$ cat src/rtl/spm_pkg.sv
package spm_pkg;

    // Kind of response returned by a bank.
    typedef enum logic {
        RSP_READ  = 1'b0,
        RSP_WRITE = 1'b1
    } rsp_kind_e;

    // A bank answers a read always, a write only when acknowledgements are on.
    function automatic logic needs_response(input logic is_write, input logic ack_en);
        return !is_write || ack_en;
    endfunction

endpackage

$ cat src/rtl/spm_bank_ram.sv
module spm_bank_ram #(
    parameter int LINE_BITS = 4,
    parameter int DATA_W    = 16,
    localparam int DEPTH    = 1 << LINE_BITS
) (
    input  logic                 clk,
    input  logic                 wr_en,
    input  logic                 rd_en,
    input  logic [LINE_BITS-1:0] line,
    input  logic [DATA_W-1:0]    wdata,
    output logic [DATA_W-1:0]    rdata
);

    logic [DATA_W-1:0] store [DEPTH];

    always_ff @(posedge clk) begin
        if (wr_en) begin
            store[line] <= wdata;
        end
        if (rd_en) begin
            rdata <= store[line];
        end
    end

endmodule

$ cat src/rtl/spm_bank_port.sv
module spm_bank_port
    import spm_pkg::*;
#(
    parameter int LINE_BITS = 4,
    parameter int DATA_W    = 16,
    parameter int TAG_W     = 4,
    parameter int CID_W     = 2,
    parameter int UID_W     = 6
) (
    input  logic                 clk,
    input  logic                 rst,
    input  logic                 wr_ack_en,
    input  logic                 req_valid,
    output logic                 req_ready,
    input  logic                 req_write,
    input  logic [LINE_BITS-1:0] req_line,
    input  logic [DATA_W-1:0]    req_wdata,
    input  logic [TAG_W-1:0]     req_tag,
    input  logic [CID_W-1:0]     req_cid,
    input  logic [UID_W-1:0]     req_uid,
    output logic                 rsp_valid,
    input  logic                 rsp_ready,
    output logic                 rsp_write,
    output logic [DATA_W-1:0]    rsp_data,
    output logic [TAG_W-1:0]     rsp_tag,
    output logic [CID_W-1:0]     rsp_cid,
    output logic [UID_W-1:0]     rsp_uid,
    output logic                 took_read,
    output logic                 took_write
);

    typedef struct packed {
        rsp_kind_e         kind;
        logic [TAG_W-1:0]  tag;
        logic [CID_W-1:0]  cid;
        logic [UID_W-1:0]  uid;
    } rsp_meta_t;

    rsp_meta_t meta_q, meta_d;
    logic      valid_q;
    logic      accept;

    assign req_ready  = !valid_q || rsp_ready;
    assign accept     = req_valid && req_ready;
    assign took_read  = accept && !req_write;
    assign took_write = accept && req_write;

    always_comb begin
        meta_d.kind = req_write ? RSP_WRITE : RSP_READ;
        meta_d.tag  = req_tag;
        meta_d.cid  = req_cid;
        meta_d.uid  = req_uid;
    end

    spm_bank_ram #(
        .LINE_BITS (LINE_BITS),
        .DATA_W    (DATA_W)
    ) u_ram (
        .clk   (clk),
        .wr_en (took_write),
        .rd_en (took_read),
        .line  (req_line),
        .wdata (req_wdata),
        .rdata (rsp_data)
    );

    always_ff @(posedge clk) begin
        if (rst) begin
            valid_q <= 1'b0;
            meta_q  <= '0;
        end else if (accept && needs_response(req_write, wr_ack_en)) begin
            valid_q <= 1'b1;
            meta_q  <= meta_d;
        end else if (rsp_ready) begin
            valid_q <= 1'b0;
        end
    end

    assign rsp_valid = valid_q;
    assign rsp_write = (meta_q.kind == RSP_WRITE);
    assign rsp_tag   = meta_q.tag;
    assign rsp_cid   = meta_q.cid;
    assign rsp_uid   = meta_q.uid;

endmodule

$ cat src/rtl/spm_evt_counter.sv
module spm_evt_counter #(
    parameter int N     = 4,
    parameter int CNT_W = 16
) (
    input  logic             clk,
    input  logic             rst,
    input  logic [N-1:0]     hits,
    output logic [CNT_W-1:0] count
);

    logic [CNT_W-1:0] inc;

    always_comb begin
        inc = '0;
        for (int i = 0; i < N; i++) begin
            inc = inc + CNT_W'(hits[i]);
        end
    end

    always_ff @(posedge clk) begin
        if (rst) begin
            count <= '0;
        end else begin
            count <= count + inc;
        end
    end

endmodule

$ cat src/rtl/spm_frontend.sv
module spm_frontend #(
    parameter int BANK_BITS = 2,
    parameter int LINE_BITS = 4,
    parameter int DATA_W    = 16,
    parameter int TAG_W     = 4,
    parameter int CID_W     = 2,
    parameter int UID_W     = 6,
    parameter int CNT_W     = 16,
    parameter int COLL_W    = 16,
    localparam int NB       = 1 << BANK_BITS
) (
    input  logic                            clk,
    input  logic                            rst,
    input  logic                            wr_ack_en,
    input  logic [NB-1:0]                   req_valid,
    output logic [NB-1:0]                   req_ready,
    input  logic [NB-1:0]                   req_write,
    input  logic [NB-1:0][LINE_BITS-1:0]    req_line,
    input  logic [NB-1:0][DATA_W-1:0]       req_wdata,
    input  logic [NB-1:0][TAG_W-1:0]        req_tag,
    input  logic [NB-1:0][CID_W-1:0]        req_cid,
    input  logic [NB-1:0][UID_W-1:0]        req_uid,
    output logic [NB-1:0]                   rsp_valid,
    input  logic [NB-1:0]                   rsp_ready,
    output logic [NB-1:0]                   rsp_write,
    output logic [NB-1:0][DATA_W-1:0]       rsp_data,
    output logic [NB-1:0][TAG_W-1:0]        rsp_tag,
    output logic [NB-1:0][CID_W-1:0]        rsp_cid,
    output logic [NB-1:0][UID_W-1:0]        rsp_uid,
    output logic [CNT_W-1:0]                rd_count,
    output logic [CNT_W-1:0]                wr_count,
    input  logic [COLL_W-1:0]               xbar_collisions,
    output logic [COLL_W-1:0]               stall_count
);

    logic [NB-1:0] took_read;
    logic [NB-1:0] took_write;

    for (genvar b = 0; b < NB; b++) begin : g_bank
        spm_bank_port #(
            .LINE_BITS (LINE_BITS),
            .DATA_W    (DATA_W),
            .TAG_W     (TAG_W),
            .CID_W     (CID_W),
            .UID_W     (UID_W)
        ) u_port (
            .clk        (clk),
            .rst        (rst),
            .wr_ack_en  (wr_ack_en),
            .req_valid  (req_valid[b]),
            .req_ready  (req_ready[b]),
            .req_write  (req_write[b]),
            .req_line   (req_line[b]),
            .req_wdata  (req_wdata[b]),
            .req_tag    (req_tag[b]),
            .req_cid    (req_cid[b]),
            .req_uid    (req_uid[b]),
            .rsp_valid  (rsp_valid[b]),
            .rsp_ready  (rsp_ready[b]),
            .rsp_write  (rsp_write[b]),
            .rsp_data   (rsp_data[b]),
            .rsp_tag    (rsp_tag[b]),
            .rsp_cid    (rsp_cid[b]),
            .rsp_uid    (rsp_uid[b]),
            .took_read  (took_read[b]),
            .took_write (took_write[b])
        );
    end

    spm_evt_counter #(.N(NB), .CNT_W(CNT_W)) u_rd_cnt (
        .clk   (clk),
        .rst   (rst),
        .hits  (took_read),
        .count (rd_count)
    );

    spm_evt_counter #(.N(NB), .CNT_W(CNT_W)) u_wr_cnt (
        .clk   (clk),
        .rst   (rst),
        .hits  (took_write),
        .count (wr_count)
    );

    // Conflicts are settled in the crossbar, so its collision figure is the stall figure.
    assign stall_count = xbar_collisions;

endmodule

$ cat config.mk
export PLATFORM = sky130hd
export DESIGN_NAME = spm_frontend
export DESIGN_NICKNAME = d
export VERILOG_FILES = /design/src/rtl/spm_pkg.sv /design/src/rtl/spm_bank_ram.sv /design/src/rtl/spm_bank_port.sv /design/src/rtl/spm_evt_counter.sv /design/src/rtl/spm_frontend.sv
export SDC_FILE = /design/constraint.sdc
export NUM_CORES = 1
export LEC_CHECK = 0
export BUFFER_PORTS_ARGS = -buffer_cell sky130_fd_sc_hd__buf_2
export CAP_MARGIN = 20
export CELL_PAD_IN_SITES_DETAIL_PLACEMENT = 0
export CELL_PAD_IN_SITES_GLOBAL_PLACEMENT = 1
export CORE_ASPECT_RATIO = 1.4
export CORE_MARGIN = 5
export CORE_UTILIZATION = 47
export CTS_CLUSTER_SIZE = 8
export DETAILED_ROUTE_END_ITERATION = 16
export GPL_TIMING_DRIVEN = 0
export PLACE_DENSITY = 0.73
export SLEW_MARGIN = 20
export SYNTH_ARGS = -nofsm -noshare
export SYNTH_HDL_FRONTEND = slang
export SYNTH_SLANG_ARGS = --single-unit
$ cat constraint.sdc
create_clock -name clk -period 3.9 [get_ports clk]
set_input_delay 0.585 -clock clk [delete_from_list [all_inputs] [get_ports clk]]
set_output_delay 0.585 -clock clk [all_outputs]
set_load 0.1 [all_outputs]
# Word-level counts from Yosys, hierarchy flattened
# Memory sizes are Yosys's and may differ from the RTL's. A register that Yosys moved wholly into a read port is not among the register bits.
# Index checks and enable logic that the tools add are counted.
# classes
reduce_logical	36
n_mux	20
addsub	8
# ops
operator	count
16-bit by 1-bit adder with 16-bit output	4
16-bit adder	2
1-bit two-way mux	20
1-bit logical AND	16
1-bit logical NOT	8
1-bit logical OR	8
2-bit nonzero test	4
1-bit by 1-bit adder with 2-bit output	2
# totals
ram_bits	1024
elab_cells	90
register_bits	88
memories	4
inputBits	159
# mem_list
memory	depth	word_bits	read_ports	rd_ports_with_merged_regs	wr	line_no	source
g_bank[0].u_port.u_ram.store	16	16	1	1	1	spm_bank_ram.sv:14	logic [DATA_W-1:0] store [DEPTH];
g_bank[1].u_port.u_ram.store	16	16	1	1	1	spm_bank_ram.sv:14	
g_bank[2].u_port.u_ram.store	16	16	1	1	1	spm_bank_ram.sv:14	
g_bank[3].u_port.u_ram.store	16	16	1	1	1	spm_bank_ram.sv:14	

# Logic depth before layout (Yosys ltp)
# Gate-level depths: netlist of the first run.
# logic_depth
ltp_word	8
mapped_depth	13
depth_no_buf	11

# Cells and area by module
# Synthesis of the first run repeated with hierarchy kept, for this count alone.
# unflattened
cells_unflattened	2172
hier_area_um2	45047.0
# modules_own_cells
mod	seq_area_each_um2	instances	area_per_inst_um2	cells_per_inst
spm_bank_ram	8167.8	4	10183.5	434
spm_bank_port	280.3	4	661.9	64
spm_evt_counter at u_rd_cnt	320.3	1	783.3	83
spm_evt_counter at u_wr_cnt	320.3	1	762.0	81
spm_frontend	0.0	1	120.1	16

# Worst setup path after synthesis of the first run
# OpenSTA, ideal clock, no wires.
# synth_path
path_kind	in2reg
startpoint	input rsp_ready[0]
endpoint	register u_rd_cnt.count[14]
stages	12
setup_slack_ns	0.130
required_time_ns	3.830
arrival_ns	3.699
cell_sequence	nand2b_1 -> clkbuf_2 -> nand2_1 -> nor2_1 -> ha_1 -> fa_1 -> ha_1 -> fa_1 -> a21o_1 -> nand3_1 -> o21ai_0 -> a21oi_1
# synth_between
elab_chain_cells	7
# synth_rtl
item	line_no	source
start: declaration	spm_frontend.sv:24	input logic [NB-1:0] rsp_ready,
1-bit logical OR	spm_bank_port.sv:43	assign req_ready = !valid_q || rsp_ready;
via g_bank[0].u_port.req_ready	spm_bank_port.sv:14	output logic req_ready,
1-bit logical AND	spm_bank_port.sv:44	assign accept = req_valid && req_ready;
1-bit logical AND	spm_bank_port.sv:45	assign took_read = accept && !req_write;
1-bit by 1-bit adder with 2-bit output	spm_evt_counter.sv:16	inc = inc + CNT_W'(hits[i]);
16-bit by 1-bit adder with 16-bit output (2 in series)	spm_evt_counter.sv:16	
16-bit adder	spm_evt_counter.sv:24	count <= count + inc;
end signal: assignment	spm_evt_counter.sv:24	
end: declaration	spm_evt_counter.sv:8	output logic [CNT_W-1:0] count
# The timed path passes the listed nets, and every way through them passes these cells.
# A chain may end at the register's enable or synchronous reset.

# Final worst setup path of the first run
# layout_path
startpoint	register g_bank[1].u_port.valid_q
endpoint	register u_wr_cnt.count[14]
# layout_between
elab_chain_cells	8
# layout_rtl
item	line_no	source
start: declaration	spm_bank_port.sv:40	logic valid_q;
start signal: assignment	spm_bank_port.sv:69	valid_q <= 1'b0;
start signal: assignment	spm_bank_port.sv:72	valid_q <= 1'b1;
start signal: assignment	spm_bank_port.sv:75	valid_q <= 1'b0;
1-bit logical NOT	spm_bank_port.sv:43	
1-bit logical OR	spm_bank_port.sv:43	
via g_bank[1].u_port.req_ready	spm_bank_port.sv:14	
1-bit logical AND	spm_bank_port.sv:44	
1-bit logical AND	spm_bank_port.sv:46	assign took_write = accept && req_write;
1-bit by 1-bit adder with 2-bit output	spm_evt_counter.sv:16	
16-bit by 1-bit adder with 16-bit output (2 in series)	spm_evt_counter.sv:16	
16-bit adder	spm_evt_counter.sv:24	
end signal: assignment	spm_evt_counter.sv:24	
end: declaration	spm_evt_counter.sv:8	
# The timed path passes the listed nets, and every way through them passes these cells.

==> results.sh, run 1 <==
export IMPL_grt_pass1_wl_um=157000
export IMPL_synthArstFlopShare_pct=0
export IMPL_p_sw_share_pct=23.2
export IMPL_syn_to_final_growth_pct=20.0
export IMPL_cp_max_fo=6
export IMPL_relSlewSlack_pct=35.6
export IMPL_vias=22800
export IMPL_ys_warnings_count=0
export IMPL_gr_total_overflow=0
export IMPL_finalNonFillerCells=3994
export IMPL_firstDrtPassIters=5
export IMPL_clock_latency_ns=0.75
export IMPL_syn_area_per_cell_um2=20.7
export IMPL_fin_crit_sh_pct=94.9
export IMPL_die_area_um2=101000
export IMPL_dpl_hpwl_um=73000
export IMPL_hold_class="in2reg"
export IMPL_yosys_area_share_adder_pct=0.462
export IMPL_grt_usage_pct=20.9
export IMPL_crit_type="reg2reg"
export IMPL_crit_path_max_incr_delay_ns=0.51
export IMPL_end_kind="register"
export IMPL_synth_top_area_share_pct=73.6
export IMPL_numCtsBuffers=164
export IMPL_post_synth_num_cell_types=45
export IMPL_initial_core_util_pct=47.3
export IMPL_nets=2865
export IMPL_dp_cells=3739
export IMPL_internal_power_mw=22.4
export IMPL_cts_num_sinks=1176
export IMPL_drive_gt1_share_pct=34.7
export IMPL_antenna_found_initial=9
export IMPL_power_density_nw_per_um2=547
export IMPL_die_h_um=374
export IMPL_p_comb_share_pct=7.7
export IMPL_yosysSeqAreaShare_pct=77.5
export IMPL_synth_area_top_cells="edfxtp_1, mux4_2, dfxtp_1"
export IMPL_rsz0062_at_grt="false"
export IMPL_die_w_um=270
export IMPL_report_final_slew_viol_count=0
export IMPL_r2r_slack_ns=0.20
export IMPL_grt_start_max_net_pins=19
export IMPL_grt_pass1_vias=24700
export IMPL_synth_top_family_by_area="multiplexers"
export IMPL_p_leak_nw=18.1
export IMPL_yosys_area_share_simple_pct=3.27
export IMPL_synth_edff_count=1088
export IMPL_pwr_share_seq_pct=48.4
export IMPL_syn_nets=2315
export IMPL_cts_tree="yes"
export IMPL_routabilityCongestion=0.784
export IMPL_synthTopCellsByCount="edfxtp_1, mux4_2, a22oi_1, nor2_1, dfxtp_1"
export IMPL_synth_most_common_cell="edfxtp_1"
export IMPL_status="finished, final reports clean"
export IMPL_ioPinCount=331
export IMPL_synth_top_area_cell="edfxtp_1"
export IMPL_worst_slew_pin_slew_ns=0.966
export IMPL_drt_wirelength_per_cell_um=26.5
export IMPL_synthMuxAreaShare_pct=14.1
export IMPL_cp_cell_sequence="nand2b_1 -> clkbuf_2 -> and3_1 -> buf_2 -> ha_1 -> fa_1 -> ha_1 -> inv_1 -> fa_1 -> and2b_1 -> o211ai_1 -> or4_1 -> a21oi_1"
export IMPL_rows=133
export IMPL_synth_xor_area_share_pct=0.355
export IMPL_fmax_ghz=0.270
export IMPL_hold_viol_final=0
export IMPL_wl_um=106000
export IMPL_final_core_util_pct=56.8
export IMPL_clk_pin_slew_ns=0.05
export IMPL_vias_per_cell=5.71
export IMPL_setup_violations=0
export IMPL_switching_power_mw=6.75
export IMPL_ant_nets=0
export IMPL_cts_root_buf="clkbuf_16"
export IMPL_htree_levels=4
export IMPL_drt_initial_drc_count=1851
export IMPL_arrival_ns=4.37
export IMPL_clkPwrFrac_pct=43.9
export IMPL_crit_required_ns=4.57
export IMPL_peakVddDrop_mv=0.567
export IMPL_startpoint_type="register"
export IMPL_port_buffers=305
export IMPL_synth_compound_area_share_pct=2.68
export IMPL_netlist_instances=2142
export IMPL_synthFlopType="edfxtp_1"
export IMPL_finalClockSkew_ns=0.0150
export IMPL_period_minus_slack_ns=3.70
export IMPL_cpMaxStageDelayCell="or4_1"
export IMPL_core_area_um2=93900
export IMPL_drcViolationCount=0
export IMPL_netlist_area_um2=44400
export IMPL_cap_violations=0
export IMPL_whs_ns=0.0659
export IMPL_synth_seq_cells=1176
export IMPL_cts_max_path_buffers=3
## flip-flops by register name (all words and copies together), names as in the netlist
| register | flops |
|---|---|
| g_bank.u_port.rsp_cid | 8 |
| g_bank.u_port.rsp_tag | 16 |
| g_bank.u_port.rsp_uid | 24 |
| g_bank.u_port.rsp_valid | 4 |
| g_bank.u_port.rsp_write | 4 |
| g_bank.u_port.u_ram.rdata | 64 |
| g_bank.u_port.u_ram.store | 1024 |
| u_rd_cnt.count | 16 |
| u_wr_cnt.count | 16 |
## kinds of logic (layout without fill, tap and decap cells)
| kind of cell | Yosys count | in the layout |
|---|---|---|
| buf+inv | 150 | 783 |
| flops | 1176 | 1176 |
| simple gates | 314 | 314 |
| other cells | 0 | 4 |
| xor+xnor | 18 | 18 |
| fa+ha+maj | 14 | 14 |
| compound gates | 165 | 165 |
| mux | 305 | 305 |
## per-layer routing
metal	part of all wire (%)	vias up	track usage [%]
met5	0.024	-	0
met4	2.6	4	7.14
met3	6.7	193	5.00
met2	53	890	36.9
met1	38	11800	25.5
li1	-	9884	-
## power groups by stage
stage                     clock (mW)  combinational, mW  sequential, mW
after floorplan                    0              0.908            15.0
after global placement             0               2.18            14.3
after detailed placement           0               2.27            14.4
after CTS                       13.0               2.27            14.1
after global routing            13.6               2.38            14.1
final                           12.8               2.24            14.1
## worst max-delay path, delay by kind of cell, from the launching register on
kind / cells / cell delay (ns)
flops: 1 / 0.31
compound gates: 2 / 0.34
simple gates: 4 / 1.08
fa+ha+maj: 4 / 1.39
buf+inv: 3 / 0.51
## path summary, 6_finish.rpt
path,from,to,depth (start not counted)
worst max-delay path,g_bank[1].u_port.rsp_valid$_SDFFE_PP0P_,u_wr_cnt.count[14]$_SDFF_PP0_,13
worst min register to register,g_bank[1].u_port.rsp_uid[2]$_SDFFE_PP0P_,g_bank[1].u_port.rsp_uid[2]$_SDFFE_PP0P_,2
worst min-delay path,req_cid[6],g_bank[3].u_port.rsp_cid[0]$_SDFFE_PP0P_,3
worst max register to register,g_bank[1].u_port.rsp_valid$_SDFFE_PP0P_,u_wr_cnt.count[14]$_SDFF_PP0_,13
## cell type report
class	count	area (µm²)
diodes	4	10.0
multi-input cells	816	9520
plain buffers	144	694
inverters	6	22.5
flip-flops and latches	1176	34400
fillers	6983	40600
clock inverters	13	238
well taps	1215	1520
clock buffers	236	4400
repair buffers	384	2440
## stage by stage
step / setup slack [ns] / power [mW] / setup TNS (ns) / cell area (µm²)
final: 0.201 / 29.1 / 0 / 53300
after global routing: 0.000895 / 30.1 / 0 / 53300
after CTS: 0.104 / 29.4 / 0 / 53200
after detailed placement: -0.225 / 16.6 / -0.916 / 48600
after global placement: -1.25 / 16.5 / -125.49 / 47500
after floorplan: 0.130 / 15.9 / 0 / 44400
## placed cells by master, fill, tap and decap left out, types with 5 or more instances in the layout
cell type,n
nand2b_1,16
a22oi_1,128
and3_1,5
edfxtp_1,1088
nand4_1,6
nand3_1,15
mux4_2,256
buf_6,29
nand3b_1,8
xor2_1,10
nor3_1,9
buf_4,52
and2_1,6
clkbuf_2,5
nor2_1,72
mux2i_1,48
nor3_2,16
xnor2_1,8
dfxtp_1,87
ha_1,10
buf_8,24
nor2_2,42
nand2_1,76
o21ai_0,7
a21oi_1,14
clkinv_8,5
buf_2,339
nor2b_1,13
clkbuf_16,165
inv_1,6
clkbuf_1,142
buf_1,6
nor2_4,10
## timing repair
action | CTS | global route
buffers inserted | 0 | 2
gates resized for setup | 0 | 1
hold buffers | 0 | 0
endpoints found under the setup margin | 0 | 3
Note: power is estimated with default switching activity, not from simulation.
==> run 2, diff against run 1 <==
CORE_ASPECT_RATIO = 0.9   (was 1.4)
CTS_CLUSTER_DIAMETER = 150   (was not set)
==> results.sh, run 2 (synthesis results as in run 1) <==
export IMPL_core_area_um2=94300
export IMPL_setup_tns_final_ns=0
export IMPL_period_minus_slack_ns=3.67
export IMPL_cpMaxStageDelayCell="or4_1"
export IMPL_cap_violations=0
export IMPL_crit_family="adder cells"
export IMPL_setup_violations=0
export IMPL_fin_crit_sh_pct=94.0
export IMPL_cts_num_sinks=1176
export IMPL_arrival_ns=4.33
export IMPL_fill_cells=7019
export IMPL_hold_end="g_bank[3].u_port.rsp_tag[3]$_SDFFE_PP0P_"
export IMPL_hold_viol_final=0
export IMPL_drt_wirelength_per_cell_um=26.2
export IMPL_finalNonFillerCells=4034
export IMPL_startpoint_type="register"
export IMPL_r2r_start="g_bank[1].u_port.rsp_valid$_SDFFE_PP0P_"
export IMPL_ant_nets=0
export IMPL_rr_worst_depth=13
export IMPL_rsz0062_at_grt="false"
export IMPL_numCtsBuffers=164
export IMPL_busiest_layer="met2"
export IMPL_setup_ws_ns=0.232
export IMPL_die_h_um=302
export IMPL_met1_usage_pct=29.8
export IMPL_rows=107
export IMPL_r2r_slack_ns=0.23
export IMPL_antenna_found_initial=8
export IMPL_min_from="req_tag[15]"
export IMPL_cp_max_fo=6
export IMPL_grt_start_max_net_pins=17
export IMPL_nets=2867
export IMPL_drcViolationCount=0
export IMPL_routabilityCongestion=0.753
export IMPL_crit_buf_inv=3
export IMPL_clock_latency_ns=0.75
export IMPL_die_w_um=334
export IMPL_final_cell_mix="edfxtp_1, buf_2, mux4_2"
export IMPL_die_area_um2=101000
export IMPL_status="finished, final reports clean"
export IMPL_gr_total_overflow=0
export IMPL_hold_class="in2reg"
export IMPL_r2r_end="u_wr_cnt.count[14]$_SDFF_PP0_"
export IMPL_cp_cell_sequence="nand2b_1 -> clkbuf_2 -> and3_1 -> buf_4 -> ha_4 -> fa_1 -> ha_2 -> inv_1 -> fa_1 -> and2b_2 -> o211ai_1 -> or4_1 -> a21oi_1"
export IMPL_power_density_nw_per_um2=546
export IMPL_p_leak_nw=18.1
export IMPL_end_kind="register"
export IMPL_cpMostUsedCell="fa_1"
export IMPL_worst_path_stages=13
export IMPL_peakVddDrop_mv=0.365
export IMPL_largest_reg_flops=1024
export IMPL_vias_per_cell=5.72
export IMPL_cts_max_path_buffers=3
export IMPL_cts_tree="yes"
export IMPL_htree_levels=4
export IMPL_wl_um=106000
export IMPL_dp_cells=3779
export IMPL_relSlewSlack_pct=24.2
export IMPL_hold_path_cell_count=3
export IMPL_drive_gt1_share_pct=34.9
export IMPL_pre_cts_ws_ns=-0.429
export IMPL_grt_usage_pct=21.1
export IMPL_initial_core_util_pct=47.1
export IMPL_grt_pass1_vias=24200
export IMPL_grtUsageMet2_pct=33.5
export IMPL_crit_path_max_incr_delay_ns=0.51
export IMPL_crit_required_ns=4.57
export IMPL_grtUsageMet3_pct=5.23
export IMPL_regMostFlops="g_bank.u_port.u_ram.store"
export IMPL_finalClockSkew_ns=0.0260
export IMPL_fmax_ghz=0.273
export IMPL_vias=23100
export IMPL_report_final_slew_viol_count=0
export IMPL_worst_slew_pin_slew_ns=1.14
export IMPL_clk_pin_slew_ns=0.05
export IMPL_cts_root_buf="clkbuf_16"
export IMPL_dpl_hpwl_um=70800
export IMPL_ioPinCount=331
export IMPL_grt_pass1_wl_um=157000
export IMPL_layout_commonest_cell="edfxtp_1"
export IMPL_syn_to_final_growth_pct=20.0
export IMPL_port_buffers=305
export IMPL_firstDrtPassIters=5
export IMPL_drt_initial_drc_count=2268
export IMPL_crit_type="reg2reg"
[run 2: where the power goes]
group / switching, mW / internal [mW]
Combinational: 1.64 / 0.613
Sequential: 0.0767 / 14.0
Clock: 5.02 / 7.69
Total: 6.74 / 22.4
[run 2: metrics by stage]
stage,hold slack (ns),instance area (µm²),power [mW],util [%]
global route,0.0539,53300,30.1,56.6
finish,0.0692,53300,29.1,56.6
detailed placement,0.481,48700,16.6,51.6
CTS,0.0206,53300,29.4,56.5
floorplan,0.487,44400,15.9,-
global placement,0.468,47500,16.5,50.4
[run 2: worst reg2reg max path, stage by stage (launching register included)]
cell      delay (ns)
dfxtp_1         0.33
nand2b_1        0.06
clkbuf_2        0.15
and3_1          0.24
buf_4           0.19
ha_4            0.29
fa_1            0.50
ha_2            0.19
inv_1           0.06
fa_1            0.43
and2b_2         0.28
o211ai_1        0.21
or4_1           0.51
a21oi_1         0.16
[run 2: layout make-up]
type,instances,area (µm²),share of cell area [%]
tap,1253,1570,2.94
timing repair buffer,386,2470,4.63
clock buffer,233,4360,8.18
inverter,6,22.5,0.0422
sequential,1176,34400,64.6
antenna,5,12.5,0.0235
buffer,144,698,1.31
multi-input combinational,816,9520,17.9
clock inverter,15,226,0.425
[run 2: worst max-delay path by stage]
stage                                       startpoint                       endpoint
6_report       g_bank[1].u_port.rsp_valid$_SDFFE_PP0P_  u_wr_cnt.count[14]$_SDFF_PP0_
5_1_grt        g_bank[1].u_port.rsp_valid$_SDFFE_PP0P_  u_wr_cnt.count[14]$_SDFF_PP0_
4_1_cts        g_bank[1].u_port.rsp_valid$_SDFFE_PP0P_  u_wr_cnt.count[14]$_SDFF_PP0_
3_5_place_dp                              rsp_ready[1]  u_wr_cnt.count[14]$_SDFF_PP0_
3_3_place_gp                              rsp_ready[2]  u_rd_cnt.count[14]$_SDFF_PP0_
2_1_floorplan                             rsp_ready[0]  u_rd_cnt.count[14]$_SDFF_PP0_
[run 2: metal layers]
| metal | up-vias | routed length (µm) |
|---|---|---|
| met3 | 181 | 9560 |
| met4 | 0 | 2130 |
| met5 | - | 0 |
| met1 | 12000 | 43500 |
| li1 | 9874 | - |
| met2 | 1038 | 50400 |
[run 2: repair_timing]
action                     CTS  global route
hold buffers                 0             0
setup endpoints to repair    1             3
pin swaps                    0             1
resized for setup            1             5
hold endpoints to repair     0             0
buffers inserted             0             2
